### config.mk
export PLATFORM = sky130hd
export DESIGN_NAME = lbt_top
export DESIGN_NICKNAME = d
export VERILOG_FILES = /design/src/rtl/lbt_pkg.sv /design/src/rtl/lbt_enc.sv /design/src/rtl/lbt_dec.sv /design/src/rtl/lbt_seq.sv /design/src/rtl/lbt_top.sv
export SDC_FILE = /design/constraint.sdc
export NUM_CORES = 1
export LEC_CHECK = 0
export CORE_MARGIN = 8
export CORE_UTILIZATION = 35
export CTS_BUF_LIST = sky130_fd_sc_hd__clkbuf_16
export DETAILED_ROUTE_END_ITERATION = 8
export DONT_BUFFER_PORTS = 1
export HOLD_SLACK_MARGIN = 0.05
export PLACE_DENSITY = 0.59
export SYNTH_ARGS = -nofsm -noshare
export SYNTH_HDL_FRONTEND = slang
export SYNTH_HIERARCHICAL = 1
export SYNTH_SLANG_ARGS = --single-unit
### constraint.sdc
create_clock -name clk -period 4.3 [get_ports clk]
set_clock_uncertainty 0.2 [all_clocks]
set_input_delay 0.215 -clock clk [delete_from_list [all_inputs] [get_ports clk]]
set_output_delay 0.215 -clock clk [all_outputs]
set_load 0.05 [all_outputs]
### src/rtl/lbt_pkg.sv
package lbt_pkg;
  localparam int WORD_HALVES = 40;
  localparam int SYNC_HALVES = 6;
  localparam int NCELLS      = 17;

  // cause bit positions in the latched code
  localparam int E_MANCH = 0;
  localparam int E_PAR   = 1;
  localparam int E_SYNC  = 2;
  localparam int E_DATA  = 3;
  localparam int E_TMO   = 4;

  typedef struct packed {
    logic analog;
    logic sync_cmd;
    logic bus_b;
  } lbt_cfg_t;

  // full half-bit image of a word, bit 39 goes out first
  function automatic logic [WORD_HALVES-1:0] lbt_halves(input logic [15:0] w, input logic cmd);
    logic [WORD_HALVES-1:0] h;
    logic b;
    h[39:34] = cmd ? 6'b111000 : 6'b000111;
    for (int c = 0; c < NCELLS; c++) begin
      b = (c < 16) ? w[15-c] : ~(^w);
      h[33-2*c] = b;
      h[32-2*c] = ~b;
    end
    return h;
  endfunction

  // receive checks: {data, sync, parity, manch}
  function automatic logic [3:0] lbt_check(input logic [WORD_HALVES-1:0] h, input logic cmd,
                                           input logic [15:0] pat);
    logic [NCELLS-1:0] v;
    logic manch;
    manch = 1'b0;
    v = '0;
    for (int c = 0; c < NCELLS; c++) begin
      v = {v[NCELLS-2:0], h[33-2*c]};
      if (h[33-2*c] == h[32-2*c]) manch = 1'b1;
    end
    return {v[16:1] != pat,
            h[39:34] != (cmd ? 6'b111000 : 6'b000111),
            ~(^v),
            manch};
  endfunction
endpackage

### src/rtl/lbt_enc.sv
module lbt_enc
  import lbt_pkg::*;
#(
  parameter int HALF_CLKS = 4,
  parameter logic [15:0] WORD = 16'hA5C3
) (
  input  logic clk,
  input  logic rst_n,
  input  logic go,
  input  logic cmd,
  output logic line,
  output logic act
);
  localparam int SW = (HALF_CLKS > 2) ? $clog2(HALF_CLKS) : 1;
  localparam int HW = $clog2(WORD_HALVES);
  localparam logic [SW-1:0] SUB_LAST  = SW'(HALF_CLKS - 1);
  localparam logic [HW-1:0] HALF_LAST = HW'(WORD_HALVES - 1);

  logic [WORD_HALVES-1:0] sh;
  logic [SW-1:0] sub;
  logic [HW-1:0] half;
  logic cell_end;

  assign cell_end = act && (sub == SUB_LAST);
  assign line = sh[WORD_HALVES-1];

  always_ff @(posedge clk) begin
    if (!rst_n) begin
      sh <= '0; sub <= '0; half <= '0; act <= 1'b0;
    end else if (go) begin
      sh <= lbt_halves(WORD, cmd);
      sub <= '0; half <= '0; act <= 1'b1;
    end else if (cell_end) begin
      sub <= '0;
      sh <= {sh[WORD_HALVES-2:0], 1'b0};
      if (half == HALF_LAST) act <= 1'b0;
      else half <= half + 1'b1;
    end else if (act) begin
      sub <= sub + 1'b1;
    end
  end

  // a word always spans the full set of half-bit cells
  p_word_len_r5: assert property (@(posedge clk) disable iff (!rst_n)
    $fell(act) |-> $past(half) == HALF_LAST);
endmodule

### src/rtl/lbt_dec.sv
module lbt_dec
  import lbt_pkg::*;
#(
  parameter int HALF_CLKS = 4,
  parameter logic [15:0] WORD = 16'hA5C3
) (
  input  logic clk,
  input  logic rst_n,
  input  logic arm,
  input  logic cmd,
  input  logic rx,
  input  logic rxact,
  output logic seen,
  output logic done,
  output logic [3:0] errs
);
  localparam int SW = (HALF_CLKS > 2) ? $clog2(HALF_CLKS) : 1;
  localparam int HW = $clog2(WORD_HALVES);
  localparam logic [SW-1:0] SUB_LAST  = SW'(HALF_CLKS - 1);
  localparam logic [SW-1:0] SUB_SMP   = SW'(HALF_CLKS / 2);
  localparam logic [HW-1:0] HALF_LAST = HW'(WORD_HALVES - 1);

  logic armed, cap;
  logic [SW-1:0] sub;
  logic [HW-1:0] half;
  logic [WORD_HALVES-1:0] sh;
  logic detect;

  assign detect = armed && !cap && rxact;
  assign seen = cap || done;
  assign errs = lbt_check(sh, cmd, WORD);

  always_ff @(posedge clk) begin
    if (!rst_n) begin
      armed <= 1'b0; cap <= 1'b0; done <= 1'b0;
      sub <= '0; half <= '0; sh <= '0;
    end else begin
      done <= 1'b0;
      if (arm) begin
        armed <= 1'b1; cap <= 1'b0;
      end else if (detect) begin
        armed <= 1'b0; cap <= 1'b1;
        sub <= SW'(1); half <= '0;
      end else if (cap) begin
        if (sub == SUB_SMP) sh <= {sh[WORD_HALVES-2:0], rx};
        if (sub == SUB_LAST) begin
          sub <= '0;
          if (half == HALF_LAST) begin
            cap <= 1'b0; done <= 1'b1;
          end else half <= half + 1'b1;
        end else sub <= sub + 1'b1;
      end
    end
  end

  // a result is only produced at the end of a capture
  p_done_after_cap_r10: assert property (@(posedge clk) disable iff (!rst_n)
    done |-> $past(cap));
endmodule

### src/rtl/lbt_seq.sv
module lbt_seq
  import lbt_pkg::*;
#(
  parameter int TO_CLKS = 416
) (
  input  logic clk,
  input  logic rst_n,
  input  logic test_en,
  input  logic wr,
  input  logic [3:0] wdata,
  input  logic dec_seen,
  input  logic dec_done,
  input  logic [3:0] dec_errs,
  output lbt_cfg_t cfg,
  output logic busy,
  output logic go,
  output logic pass,
  output logic fail,
  output logic [4:0] why
);
  localparam int CW = $clog2(TO_CLKS + 1);
  localparam logic [CW-1:0] CNT_LAST = CW'(TO_CLKS - 1);

  logic [CW-1:0] cnt;
  logic accept, tmo_hit;

  assign accept  = !busy && wr && wdata[0] && test_en;
  assign tmo_hit = busy && !dec_done && !dec_seen && (cnt == CNT_LAST);

  always_ff @(posedge clk) begin
    if (!rst_n) begin
      cfg <= '0; busy <= 1'b0; go <= 1'b0;
      pass <= 1'b0; fail <= 1'b0; why <= '0; cnt <= '0;
    end else begin
      go <= 1'b0;
      if (busy) begin
        if (dec_done) begin
          busy <= 1'b0;
          pass <= (dec_errs == 4'd0);
          fail <= (dec_errs != 4'd0);
          why  <= {1'b0, dec_errs};
        end else if (tmo_hit) begin
          busy <= 1'b0; fail <= 1'b1;
          why  <= 5'(1 << E_TMO);
        end else if (!dec_seen) begin
          cnt <= cnt + 1'b1;
        end
      end else if (wr) begin
        cfg <= wdata[3:1];
        if (accept) begin
          busy <= 1'b1; go <= 1'b1; cnt <= '0;
          pass <= 1'b0; fail <= 1'b0; why <= '0;
        end
      end
    end
  end

  // a test begins only while the test input is high
  p_start_gated_r6: assert property (@(posedge clk) disable iff (!rst_n)
    $rose(busy) |-> $past(test_en));
  // earlier results are gone once a new test begins
  p_clear_on_start_r7: assert property (@(posedge clk) disable iff (!rst_n)
    $rose(busy) |-> (!pass && !fail && why == 5'd0));
  // the two verdicts exclude each other
  p_one_verdict_r8: assert property (@(posedge clk) disable iff (!rst_n)
    !(pass && fail));
  // configuration holds still for the whole test
  p_cfg_frozen_r6: assert property (@(posedge clk) disable iff (!rst_n)
    (busy && $past(busy)) |-> $stable(cfg));
endmodule

### src/rtl/lbt_top.sv
module lbt_top
  import lbt_pkg::*;
#(
  parameter int HALF_CLKS = 4,
  parameter int TIMEOUT_BITS = 32,
  parameter logic [15:0] TEST_WORD = 16'hA5C3
) (
  input  logic clk,
  input  logic rst_n,
  input  logic test_en,
  input  logic reg_wr,
  input  logic [3:0] reg_wdata,
  output logic [3:0] ctl_o,
  output logic pass_o,
  output logic fail_o,
  output logic [4:0] fail_why_o,
  output logic bus_a_tx,
  output logic bus_a_txen,
  input  logic bus_a_rx,
  input  logic bus_a_rxact,
  output logic bus_b_tx,
  output logic bus_b_txen,
  input  logic bus_b_rx,
  input  logic bus_b_rxact
);
  localparam int TO_CLKS = (WORD_HALVES + 2 * TIMEOUT_BITS) * HALF_CLKS;

  lbt_cfg_t cfg;
  logic busy, go, dec_seen, dec_done;
  logic [3:0] dec_errs;
  logic enc_line, enc_act;
  logic drv_a, drv_b, rx_sel, rxact_sel;

  lbt_seq #(.TO_CLKS(TO_CLKS)) u_seq (
    .clk(clk), .rst_n(rst_n), .test_en(test_en), .wr(reg_wr), .wdata(reg_wdata),
    .dec_seen(dec_seen), .dec_done(dec_done), .dec_errs(dec_errs),
    .cfg(cfg), .busy(busy), .go(go), .pass(pass_o), .fail(fail_o), .why(fail_why_o));

  lbt_enc #(.HALF_CLKS(HALF_CLKS), .WORD(TEST_WORD)) u_enc (
    .clk(clk), .rst_n(rst_n), .go(go), .cmd(cfg.sync_cmd), .line(enc_line), .act(enc_act));

  // bus routing
  assign drv_a = enc_act && cfg.analog && !cfg.bus_b;
  assign drv_b = enc_act && cfg.analog &&  cfg.bus_b;
  assign bus_a_txen = drv_a;
  assign bus_b_txen = drv_b;
  assign bus_a_tx = drv_a && enc_line;
  assign bus_b_tx = drv_b && enc_line;

  always_comb begin
    if (!cfg.analog) begin
      rx_sel = enc_line; rxact_sel = enc_act;
    end else if (cfg.bus_b) begin
      rx_sel = bus_b_rx; rxact_sel = bus_b_rxact;
    end else begin
      rx_sel = bus_a_rx; rxact_sel = bus_a_rxact;
    end
  end

  lbt_dec #(.HALF_CLKS(HALF_CLKS), .WORD(TEST_WORD)) u_dec (
    .clk(clk), .rst_n(rst_n), .arm(go), .cmd(cfg.sync_cmd), .rx(rx_sel), .rxact(rxact_sel),
    .seen(dec_seen), .done(dec_done), .errs(dec_errs));

  assign ctl_o = {cfg.analog, cfg.sync_cmd, cfg.bus_b, busy};

  // internal loop keeps both buses silent
  p_quiet_digital_r1: assert property (@(posedge clk) disable iff (!rst_n)
    !ctl_o[3] |-> (!bus_a_txen && !bus_b_txen && !bus_a_tx && !bus_b_tx));
  // never both buses at once, and only the selected one
  p_one_bus_r3: assert property (@(posedge clk) disable iff (!rst_n)
    !(bus_a_txen && bus_b_txen) && !(bus_a_txen && ctl_o[1]) && !(bus_b_txen && !ctl_o[1]));
  // the transmitter is only on while a test runs
  p_tx_in_test_r2: assert property (@(posedge clk) disable iff (!rst_n)
    (bus_a_txen || bus_b_txen) |-> ctl_o[0]);
endmodule

After elaboration in Yosys (flattened, before gate mapping)
Index checks and enable logic that the tools add are counted.
{"block": "totals", "register_bits": 120, "out_inout_bits": 15, "wordCells": 171}
{"block": "op_classes", "addsub": 5, "n_eq_ne": 31, "muxes": 64, "bitwise_logic": 8, "reduce_logical": 43}
{"cell": "2-to-1 mux 40 bit", "count": 2}
{"cell": "2-to-1 mux 9 bit", "count": 6}
{"cell": "2-to-1 mux 1 bit", "count": 43}
{"cell": "2-to-1 mux 6 bit", "count": 5}
{"cell": "2-to-1 mux 5 bit", "count": 5}
{"cell": "equality test 1 bit", "count": 17}
{"cell": "parity 17 bit", "count": 1}
{"cell": "inequality test 16 bit, second input constant", "count": 1}
{"cell": "logical AND 1 bit", "count": 14}
{"cell": "nonzero test 2 bit", "count": 7}
{"cell": "adder 6 x 1 -> 6 bit, second input constant", "count": 2}
{"cell": "equality test 6 bit, second input constant", "count": 2}
{"cell": "adder 9 x 1 -> 9 bit, second input constant", "count": 1}
{"cell": "equality test 9 bit, second input constant", "count": 1}
{"cell": "inverter 1 bit", "count": 8}
{"cell": "AND reduction 2 bit", "count": 4}
{"cell": "AND reduction 4 bit", "count": 2}
{"cell": "equality test 2 bit, second input constant", "count": 3}
{"cell": "2-to-1 mux 2 bit", "count": 3}
{"cell": "inequality test 2 bit, second input constant", "count": 3}
{"cell": "inequality test 6 bit", "count": 1}
{"cell": "AND reduction 3 bit", "count": 2}
{"cell": "logical NOT 1 bit", "count": 5}
{"cell": "AND reduction 5 bit", "count": 1}
{"cell": "9 further kinds", "count": 12}

Logic depth before layout (Yosys ltp)
Gate-level depths: netlist of the first run.
{"block": "logic_depth", "word_depth": 21, "ltp_mapped": 9, "ltp_nobuf": 9}

By module
Netlist of the first run, hierarchy kept.
{"mod": "lbt_dec", "instances": 1, "cells_per_inst": 290, "area_each_um2": 2404.8, "seq_area_each_um2": 1021.0}
{"mod": "lbt_enc", "instances": 1, "cells_per_inst": 224, "area_each_um2": 1809.2, "seq_area_each_um2": 960.9}
{"mod": "lbt_seq", "instances": 1, "cells_per_inst": 104, "area_each_um2": 977.2, "seq_area_each_um2": 420.4}
{"mod": "lbt_top", "instances": 1, "cells_per_inst": 12, "area_each_um2": 73.8, "seq_area_each_um2": 0.0}

Worst setup path before layout of the first run
OpenSTA, ideal clock, no wires.
{"block": "synth_path", "path_kind": "register -> output", "start": "reg, netlist name u_seq/cfg[2]", "end": "out bus_a_tx", "t_arrival_ps": 2037, "required_time_ps": 3885, "slack_ps": 1848, "path_stages_with_launch": 3, "n_path_buf": 0, "cell_sequence": "dfxtp_1 > nand2_1 > nor3b_1"}
{"block": "synth_between", "elab_chain_cells": 3}
{"element": "logical AND 1 bit (2 in series)", "line_no": "lbt_top.sv:43", "source": "assign drv_a = enc_act && cfg.analog && !cfg.bus_b;"}
{"element": "logical AND 1 bit", "line_no": "lbt_top.sv:47", "source": "assign bus_a_tx = drv_a && enc_line;"}
{"element": "end: declaration", "line_no": "lbt_top.sv:17", "source": "output logic bus_a_tx,"}
Every way passes these cells.

Worst setup path after layout of the first run
{"block": "layout_path", "start": "reg, netlist name u_seq/cfg[2]", "end": "out bus_a_tx"}
{"block": "layout_between", "elab_chain_cells": 3}
{"element": "logical AND 1 bit (2 in series)", "line_no": "lbt_top.sv:43"}
{"element": "logical AND 1 bit", "line_no": "lbt_top.sv:47"}
Every way passes these cells.

==> flow_results.xml, run 1 <==
<?xml version="1.0" encoding="UTF-8"?>
<metrics>
  <group name="run_status">
    <metric name="status" unit="">complete, no violations</metric>
  </group>
  <group name="floorplan">
    <metric name="die_height" unit="µm">139</metric>
    <metric name="core_area" unit="µm²">15000</metric>
    <metric name="boundaryPins" unit="">27</metric>
    <metric name="fp.dieW" unit="µm">139</metric>
    <metric name="floorplan.initialDensity" unit="%">35.2</metric>
    <metric name="fp-row-count" unit="">45</metric>
    <metric name="design.die.area" unit="µm²">19200</metric>
  </group>
  <group name="power_and_ir_drop">
    <metric name="pwr-share-comb" unit="%">2.6</metric>
    <metric name="vdd.ir_drop.worst" unit="µV">173</metric>
    <metric name="cellLeakagePower" unit="nW">2.12</metric>
    <metric name="power_per_cell_area" unit="nW/µm²">436</metric>
    <metric name="power.share.switching" unit="%">20.8</metric>
    <metric name="net-switching-power" unit="mW">0.557</metric>
    <metric name="p_seq_share" unit="%">42.9</metric>
    <metric name="power.total" unit="mW">2.67</metric>
    <metric name="intPower" unit="mW">2.12</metric>
    <metric name="power_frac_clock" unit="%">54.5</metric>
  </group>
  <group name="yosys">
    <metric name="synthesis.area_per_instance" unit="µm²">8.36</metric>
    <metric name="seq_area_frac_synth" unit="%">45.6</metric>
    <metric name="synth_ff_type" unit="">sky130_fd_sc_hd__dfxtp_1</metric>
    <metric name="synthesis.yosys.warnings" unit="">6</metric>
    <metric name="synth_largest_area_cell" unit="">sky130_fd_sc_hd__dfxtp_1</metric>
    <metric name="async_reset_ff_share" unit="%">0</metric>
    <metric name="synth.net_count" unit="">648</metric>
    <metric name="yosys.area.top_type_share" unit="%">45.6</metric>
    <metric name="synthTopCellsByArea" unit="">sky130_fd_sc_hd__dfxtp_1 46%, sky130_fd_sc_hd__nand2_1 13%, sky130_fd_sc_hd__a21boi_1 5.7%</metric>
    <metric name="synth_enable_flop_cells" unit="">0</metric>
    <metric name="synth.distinct_cells" unit="">54</metric>
    <metric name="dominant_cell_by_count_in_the_synthesized_netlist" unit="">sky130_fd_sc_hd__nand2_1</metric>
    <metric name="synthCells" unit="">630</metric>
    <metric name="synthTopCellsByCount" unit="">181 x sky130_fd_sc_hd__nand2_1, 120 x sky130_fd_sc_hd__dfxtp_1, 40 x sky130_fd_sc_hd__a21boi_1, 32 x sky130_fd_sc_hd__a21oi_1, 24 x sky130_fd_sc_hd__a31oi_1</metric>
    <metric name="post_syn_area" unit="µm²">5270</metric>
    <metric name="postSynthRegisterBits" unit="">120</metric>
  </group>
  <group name="critical_path">
    <metric name="worst_ep_required_time" unit="ns">3.88</metric>
    <metric name="reg2reg_from" unit="">u_seq/go$_SDFF_PP0_</metric>
    <metric name="worst-path-max-fanout" unit="">8</metric>
    <metric name="worstSetupStartpointType" unit="">register</metric>
    <metric name="crit_arrival" unit="ns">2.26</metric>
    <metric name="worst-setup-path-type" unit="">register to output port</metric>
    <metric name="cp-end-kind" unit="">output port</metric>
    <metric name="timing.critical_path.from" unit="">u_seq/cfg[2]$_SDFFE_PN0N_</metric>
  </group>
  <group name="layout">
    <metric name="final_core_util" unit="%">40.9</metric>
    <metric name="final_nets" unit="">651</metric>
    <metric name="fraction_of_layout_cells_with_a_size_suffix_above_1" unit="%">7.28</metric>
    <metric name="fillerInstances" unit="">1465</metric>
    <metric name="area.growth.synth_to_final" unit="%">16.4</metric>
    <metric name="antenna_cells_inserted" unit="">0</metric>
    <metric name="stdcell_count" unit="">834</metric>
  </group>
  <group name="global_route">
    <metric name="grt_antenna_before_repair" unit="">0</metric>
    <metric name="grt_start_max_net_pins" unit="">66</metric>
    <metric name="grt.total_usage" unit="%">11.8</metric>
    <metric name="grt.overflow.total" unit="">0</metric>
    <metric name="global_route_wire_length_before_repair" unit="µm">19200</metric>
    <metric name="first_global_vias" unit="">4213</metric>
  </group>
  <group name="min_path">
    <metric name="hold_path.class" unit="">input port to register</metric>
    <metric name="min_from" unit="">reg_wdata[0]</metric>
  </group>
  <group name="clocking">
    <metric name="ctsLongestPathBuffers" unit="">2</metric>
    <metric name="tritoncts" unit="">built</metric>
    <metric name="postCtsHoldBufs" unit="">12</metric>
    <metric name="clock_latency" unit="ns">0.40</metric>
    <metric name="tritoncts.num_buffers" unit="">17</metric>
    <metric name="cts_sinks" unit="">120</metric>
    <metric name="cts-root-buf" unit="">sky130_fd_sc_hd__clkbuf_16</metric>
    <metric name="cts.reportedPaths.clkPinSlew" unit="ns">0.05</metric>
    <metric name="post_cts.repair.setup_buffers" unit="">0</metric>
    <metric name="cts_resized" unit="">0</metric>
    <metric name="htree_num_levels" unit="">4</metric>
  </group>
  <group name="timing">
    <metric name="finalSetupViolations" unit="">0</metric>
    <metric name="hold_violations" unit="">0</metric>
    <metric name="final.hold.worst_slack" unit="ns">0.0630</metric>
    <metric name="max_freq" unit="MHz">374</metric>
    <metric name="grt_setup_unrepaired" unit="">no</metric>
    <metric name="max_slew.worst_pin.slew" unit="ns">1.20</metric>
    <metric name="layout_worst_path_cycle_share" unit="%">62.1</metric>
    <metric name="fin_crit" unit="ns">2.67</metric>
    <metric name="final.setup.tns" unit="ns">0</metric>
    <metric name="slew_headroom" unit="%">20.1</metric>
    <metric name="timing.final.max_slew_violations" unit="">0</metric>
  </group>
  <group name="detailed_routing">
    <metric name="detail_route.wl_per_cell" unit="µm">13.3</metric>
    <metric name="route.antenna.remaining_nets" unit="">0</metric>
    <metric name="remaining_drc_errors" unit="">0</metric>
    <metric name="wirelength" unit="µm">11100</metric>
    <metric name="detailroute.via_count" unit="">4282</metric>
    <metric name="vias_per_cell" unit="">5.13</metric>
    <metric name="firstDrtPassIters" unit="">4</metric>
    <metric name="drt_iter0_markers" unit="">267</metric>
  </group>
  <group name="job">
    <metric name="cap_violations" unit="">0</metric>
  </group>
  <group name="place">
    <metric name="detailedPlacementHpwl" unit="µm">7220</metric>
    <metric name="post-place-cells" unit="">790</metric>
    <metric name="gp_congestion" unit="">0.843</metric>
    <metric name="io_buffer_count" unit="">0</metric>
  </group>
</metrics>
## path summary, 6_finish.rpt
path	slack, ns	cells past startpoint	endpoint
setup / recovery	1.63	2	bus_a_tx
hold / removal	0.06	3	u_seq/pass$_SDFFE_PN0P_
setup reg to reg	1.89	5	u_dec/sh[27]$_SDFFE_PN0P_
hold reg to reg	0.25	2	u_enc/sh[16]$_SDFFE_PP0N_
## metal layers
metal	track usage, %	up-vias	part of all wire [%]	routed length [µm]
li1	-	2166	-	-
met1	12.8	2035	46	5100
met2	21.0	71	49	5390
met3	3.89	10	4.2	463
met4	4.62	0	1.0	114
met5	0	-	0	0
## area by class of cell
cell class / instances / area (µm²) / share of cell area (%)
Multi-Input combinational cell: 470 / 2690 / 43.9
Sequential cell: 120 / 2400 / 39.2
Clock buffer: 17 / 425 / 6.94
Tap cell: 188 / 235 / 3.84
Clock inverter: 15 / 184 / 3.00
Timing Repair Buffer: 16 / 160 / 2.61
Inverter: 8 / 30.0 / 0.490
## kinds of logic (layout without fill, tap and decap cells)
group / count (synthesis) / in the layout / share of synthesized area [%]
XOR/XNOR: 39 / 39 / 6.49
AO/OA/AOI/OAI: 135 / 135 / 16.9
multiplexers: 7 / 7 / 1.33
buffers and inverters: 40 / 56 / 3.35
flip-flops: 120 / 120 / 45.6
AND/OR/NAND/NOR: 283 / 283 / 24.9
adder cells (fa/ha/maj): 6 / 6 / 1.43
## power by group through the flow
stage / Clock (mW) / Combinational [mW] / Sequential, mW
2_1_floorplan: 0 / 0.0541 / 1.16
3_3_place_gp: 0 / 0.0516 / 1.17
3_5_place_dp: 0 / 0.0533 / 1.17
4_1_cts: 1.48 / 0.0702 / 1.15
5_1_grt: 1.54 / 0.0778 / 1.15
6_report: 1.46 / 0.0691 / 1.15
## registers in the layout (all words and copies together), names as in the netlist, 2 cells and up
name and count:
u_seq/why 5, u_enc/sub 2, u_enc/half 6, u_dec/sh 40, u_dec/sub 2, u_enc/sh 39
u_seq/cfg 3, u_dec/half 6, u_seq/cnt 9
## layout by cell type, fill, tap and decap left out, types with 5 or more instances in the layout
cell type                       synthesis  routed
sky130_fd_sc_hd__nand2_1              181     181
sky130_fd_sc_hd__nor2b_1                7       7
sky130_fd_sc_hd__o31ai_1                5       5
sky130_fd_sc_hd__mux2i_1                7       7
sky130_fd_sc_hd__xor2_1                21      21
sky130_fd_sc_hd__dlygate4sd3_1          0      11
sky130_fd_sc_hd__nor2_1                22      22
sky130_fd_sc_hd__a21oi_1               32      32
sky130_fd_sc_hd__nand3_1               12      12
sky130_fd_sc_hd__dfxtp_1              120     120
sky130_fd_sc_hd__inv_1                  8       9
sky130_fd_sc_hd__a21boi_1              40      40
sky130_fd_sc_hd__a31oi_1               24      24
sky130_fd_sc_hd__clkbuf_16              0      17
sky130_fd_sc_hd__nor4_1                 6       6
sky130_fd_sc_hd__o21ai_0                9       9
sky130_fd_sc_hd__xnor2_1               18      18
sky130_fd_sc_hd__ha_1                   6       6
sky130_fd_sc_hd__and2_1                 7       7
sky130_fd_sc_hd__or4_1                  5       5
sky130_fd_sc_hd__nand4_1                8       8
sky130_fd_sc_hd__clkinv_2               0       5
sky130_fd_sc_hd__o211ai_1               6       6
## critical path: stages, from the launching register on
cell                      delay [ns]
sky130_fd_sc_hd__dfxtp_1        0.75
sky130_fd_sc_hd__nand2_1        0.21
sky130_fd_sc_hd__nor3b_2        0.88
## per-stage QoR
stage          cell area [µm²]  worst slack (ns)
2_1_floorplan             5270              1.85
3_3_place_gp              5390              1.95
3_5_place_dp              5390              1.86
4_1_cts                   6130              1.57
5_1_grt                   6130              1.51
6_report                  6130              1.63
(Power assumes the default switching activity.)
==> inputs of run 2 (changes only) <==
PLACE_DENSITY = 0.61   (was 0.59)
clock period = 2.25 ns   (was 4.3 ns; I/O delays follow)
==> run 2 against run 1 <==
  * Non-clock buffer count increased by 17
  * Count of clock-buffer cells in the layout unchanged
  * Hold slack about the same
  * Die area unchanged
  * Register-to-register slack got worse by 1.8 ns
  * Combinational power increased to 2.5 times the previous value
  * Global-route usage increased by 0.27 points
  * Sequential cell count unchanged
  * Final area increased by 2.0%
  * First-iteration DRC count decreased by 9.0%
  * Total power increased by 90%
  * Critical path depth increased by 3
  * Critical path type is now register to register
  * Critical endpoint is now u_seq/cnt[3]$_SDFFE_PN0P_
==> flow_results.xml, run 2 (synthesis gave the netlist of run 1 again) <==
<?xml version="1.0" encoding="UTF-8"?>
<metrics>
  <group name="run_status">
    <metric name="status" unit="">complete, no violations</metric>
  </group>
  <group name="global_route">
    <metric name="grt.overflow.total" unit="">0</metric>
    <metric name="global_route_wire_length_before_repair" unit="µm">19400</metric>
    <metric name="grt_start_max_net_pins" unit="">68</metric>
    <metric name="first_global_vias" unit="">4000</metric>
    <metric name="grt_antenna_before_repair" unit="">0</metric>
    <metric name="grt.total_usage" unit="%">12.1</metric>
  </group>
  <group name="critical_path">
    <metric name="timing.critical_path.slowest_cell_delay" unit="ns">0.52</metric>
    <metric name="r2r_setup_slack" unit="ns">0.14</metric>
    <metric name="crit_arrival" unit="ns">2.25</metric>
    <metric name="timing.critical_path.from" unit="">u_dec/cap$_SDFF_PP0_</metric>
    <metric name="worst-setup-path-type" unit="">register to register</metric>
    <metric name="worst-path-max-fanout" unit="">11</metric>
    <metric name="critical_path_s_slowest_cell" unit="">sky130_fd_sc_hd__or4_1</metric>
    <metric name="timing.reg2reg.worst_path_depth" unit="">5</metric>
    <metric name="path_cells" unit="">or2_2 &gt; nor3b_4 &gt; nor2_2 &gt; or4_1 &gt; a21oi_1</metric>
    <metric name="worstSetupStartpointType" unit="">register</metric>
    <metric name="cp_top_family" unit="">simple AND/OR/NAND/NOR gates</metric>
    <metric name="cp-end-kind" unit="">register</metric>
    <metric name="timing.critical_path.buf_inv" unit="">0</metric>
    <metric name="reg2reg_from" unit="">u_dec/cap$_SDFF_PP0_</metric>
    <metric name="worst_ep_required_time" unit="ns">2.39</metric>
    <metric name="worst_r2r_endpoint" unit="">u_seq/cnt[3]$_SDFFE_PN0P_</metric>
  </group>
  <group name="min_path">
    <metric name="min_from" unit="">reg_wdata[0]</metric>
    <metric name="whs_endpoint" unit="">u_seq/pass$_SDFFE_PN0P_</metric>
    <metric name="hold_path.class" unit="">input port to register</metric>
    <metric name="whs_path_depth" unit="">3</metric>
  </group>
  <group name="detailed_routing">
    <metric name="route.antenna.remaining_nets" unit="">0</metric>
    <metric name="detail_route.wl_per_cell" unit="µm">13.5</metric>
    <metric name="detailroute.via_count" unit="">4333</metric>
    <metric name="firstDrtPassIters" unit="">5</metric>
    <metric name="remaining_drc_errors" unit="">0</metric>
    <metric name="vias_per_cell" unit="">5.11</metric>
    <metric name="wirelength" unit="µm">11500</metric>
    <metric name="drt_iter0_markers" unit="">243</metric>
  </group>
  <group name="layout">
    <metric name="area.growth.synth_to_final" unit="%">18.8</metric>
    <metric name="fraction_of_layout_cells_with_a_size_suffix_above_1" unit="%">9.09</metric>
    <metric name="layout.cells.most_common_list" unit="">181 x sky130_fd_sc_hd__nand2_1, 118 x sky130_fd_sc_hd__dfxtp_1, 40 x sky130_fd_sc_hd__a21boi_1, 32 x sky130_fd_sc_hd__a21oi_1, 24 x sky130_fd_sc_hd__a31oi_1</metric>
    <metric name="final_core_util" unit="%">41.7</metric>
    <metric name="registers.top_by_ff_count" unit="">u_dec/sh</metric>
    <metric name="reg.largest.list" unit="">u_dec/sh: 40 flops, u_enc/sh: 39 flops, u_seq/cnt: 9 flops</metric>
    <metric name="layout.cells.most_common" unit="">sky130_fd_sc_hd__nand2_1</metric>
    <metric name="postLayoutCellArea" unit="µm²">6250</metric>
    <metric name="antenna_cells_inserted" unit="">0</metric>
    <metric name="final_nets" unit="">668</metric>
    <metric name="largest_reg_flops" unit="">40</metric>
  </group>
  <group name="floorplan">
    <metric name="fp.dieW" unit="µm">139</metric>
    <metric name="fp-row-count" unit="">45</metric>
    <metric name="boundaryPins" unit="">27</metric>
    <metric name="core_area" unit="µm²">15000</metric>
    <metric name="die_height" unit="µm">139</metric>
    <metric name="design.die.area" unit="µm²">19200</metric>
    <metric name="floorplan.initialDensity" unit="%">35.2</metric>
  </group>
  <group name="place">
    <metric name="io_buffer_count" unit="">0</metric>
    <metric name="gp_congestion" unit="">0.813</metric>
    <metric name="detailedPlacementHpwl" unit="µm">7440</metric>
    <metric name="dp_slack" unit="ns">0.134</metric>
    <metric name="detailed_place.area" unit="µm²">5520</metric>
  </group>
  <group name="timing">
    <metric name="postLayoutSetupSlackWorst" unit="ns">0.137</metric>
    <metric name="grt_setup_unrepaired" unit="">no</metric>
    <metric name="max_slew.worst_pin.slew" unit="ns">0.564</metric>
    <metric name="layout_worst_path_cycle_share" unit="%">93.9</metric>
    <metric name="finalSetupViolations" unit="">0</metric>
    <metric name="max_freq" unit="MHz">473</metric>
    <metric name="final.setup.tns" unit="ns">0</metric>
    <metric name="fin_crit" unit="ns">2.11</metric>
    <metric name="timing.final.max_slew_violations" unit="">0</metric>
    <metric name="slew_headroom" unit="%">62.4</metric>
    <metric name="hold_violations" unit="">0</metric>
  </group>
  <group name="clocking">
    <metric name="ctsLongestPathBuffers" unit="">2</metric>
    <metric name="clock_latency" unit="ns">0.41</metric>
    <metric name="tritoncts" unit="">built</metric>
    <metric name="tritoncts.num_buffers" unit="">17</metric>
    <metric name="htree_num_levels" unit="">4</metric>
    <metric name="cts_sinks" unit="">120</metric>
    <metric name="cts-root-buf" unit="">sky130_fd_sc_hd__clkbuf_16</metric>
    <metric name="cts.reportedPaths.clkPinSlew" unit="ns">0.06</metric>
  </group>
  <group name="power_and_ir_drop">
    <metric name="power_per_cell_area" unit="nW/µm²">811</metric>
    <metric name="vdd.ir_drop.worst" unit="µV">405</metric>
    <metric name="cellLeakagePower" unit="nW">2.20</metric>
  </group>
  <group name="job">
    <metric name="cap_violations" unit="">0</metric>
  </group>
</metrics>
==> run 2: how the worst max path moves through the flow <==
stage,to,slack [ns],depth (start not counted)
after floorplan,u_dec/half[5]$_SDFFE_PN0P_,0.14,7
after global placement,u_seq/cnt[4]$_SDFFE_PN0P_,0.21,5
after detailed placement,u_seq/cnt[4]$_SDFFE_PN0P_,0.13,5
after CTS,u_seq/why[4]$_SDFFE_PN0P_,0.08,5
after global routing,u_seq/why[4]$_SDFFE_PN0P_,0.006,6
final,u_seq/cnt[3]$_SDFFE_PN0P_,0.14,5
==> run 2: cell type report <==
class | count | area, µm²
repair buffers | 33 | 303
flip-flops and latches | 120 | 2400
fillers | 1452 | 8720
clock buffers | 17 | 425
multi-input cells | 470 | 2690
inverters | 8 | 30.0
clock inverters | 12 | 163
well taps | 188 | 235
==> run 2: routing by layer <==
layer	track usage, %	share of wire [%]
met5	0	0
met4	4.91	0.93
met3	3.68	3.9
met2	19.1	48
met1	15.2	47
==> run 2: what timing repair did <==
action                                  CTS  global route
hold endpoints to repair                107             0
hold buffers                             13             0
endpoints found under the setup margin    0             2
setup buffers                             0             0
gates resized for setup                   0             2
==> run 2: metrics by stage <==
stage	hold slack, ns	power (mW)	instances
final	0.0628	5.07	848
after global routing	0.0836	5.25	848
after CTS	0.0650	5.11	848
after detailed placement	0.0429	2.35	806
after global placement	0.0418	2.34	806
after floorplan	0.0407	2.33	630
==> run 2: power by group <==
group	internal (mW)	total, mW	switching, mW
combinational	0.0684	0.174	0.105
sequential	2.15	2.17	0.0176
clock	1.81	2.73	0.917
total	4.03	5.07	1.04
==> run 2: tightest hold or removal path, delay by kind of cell <==
kind / cells / cell delay, ns
simple gates: 2 / 0.40
compound gates: 1 / 0.10
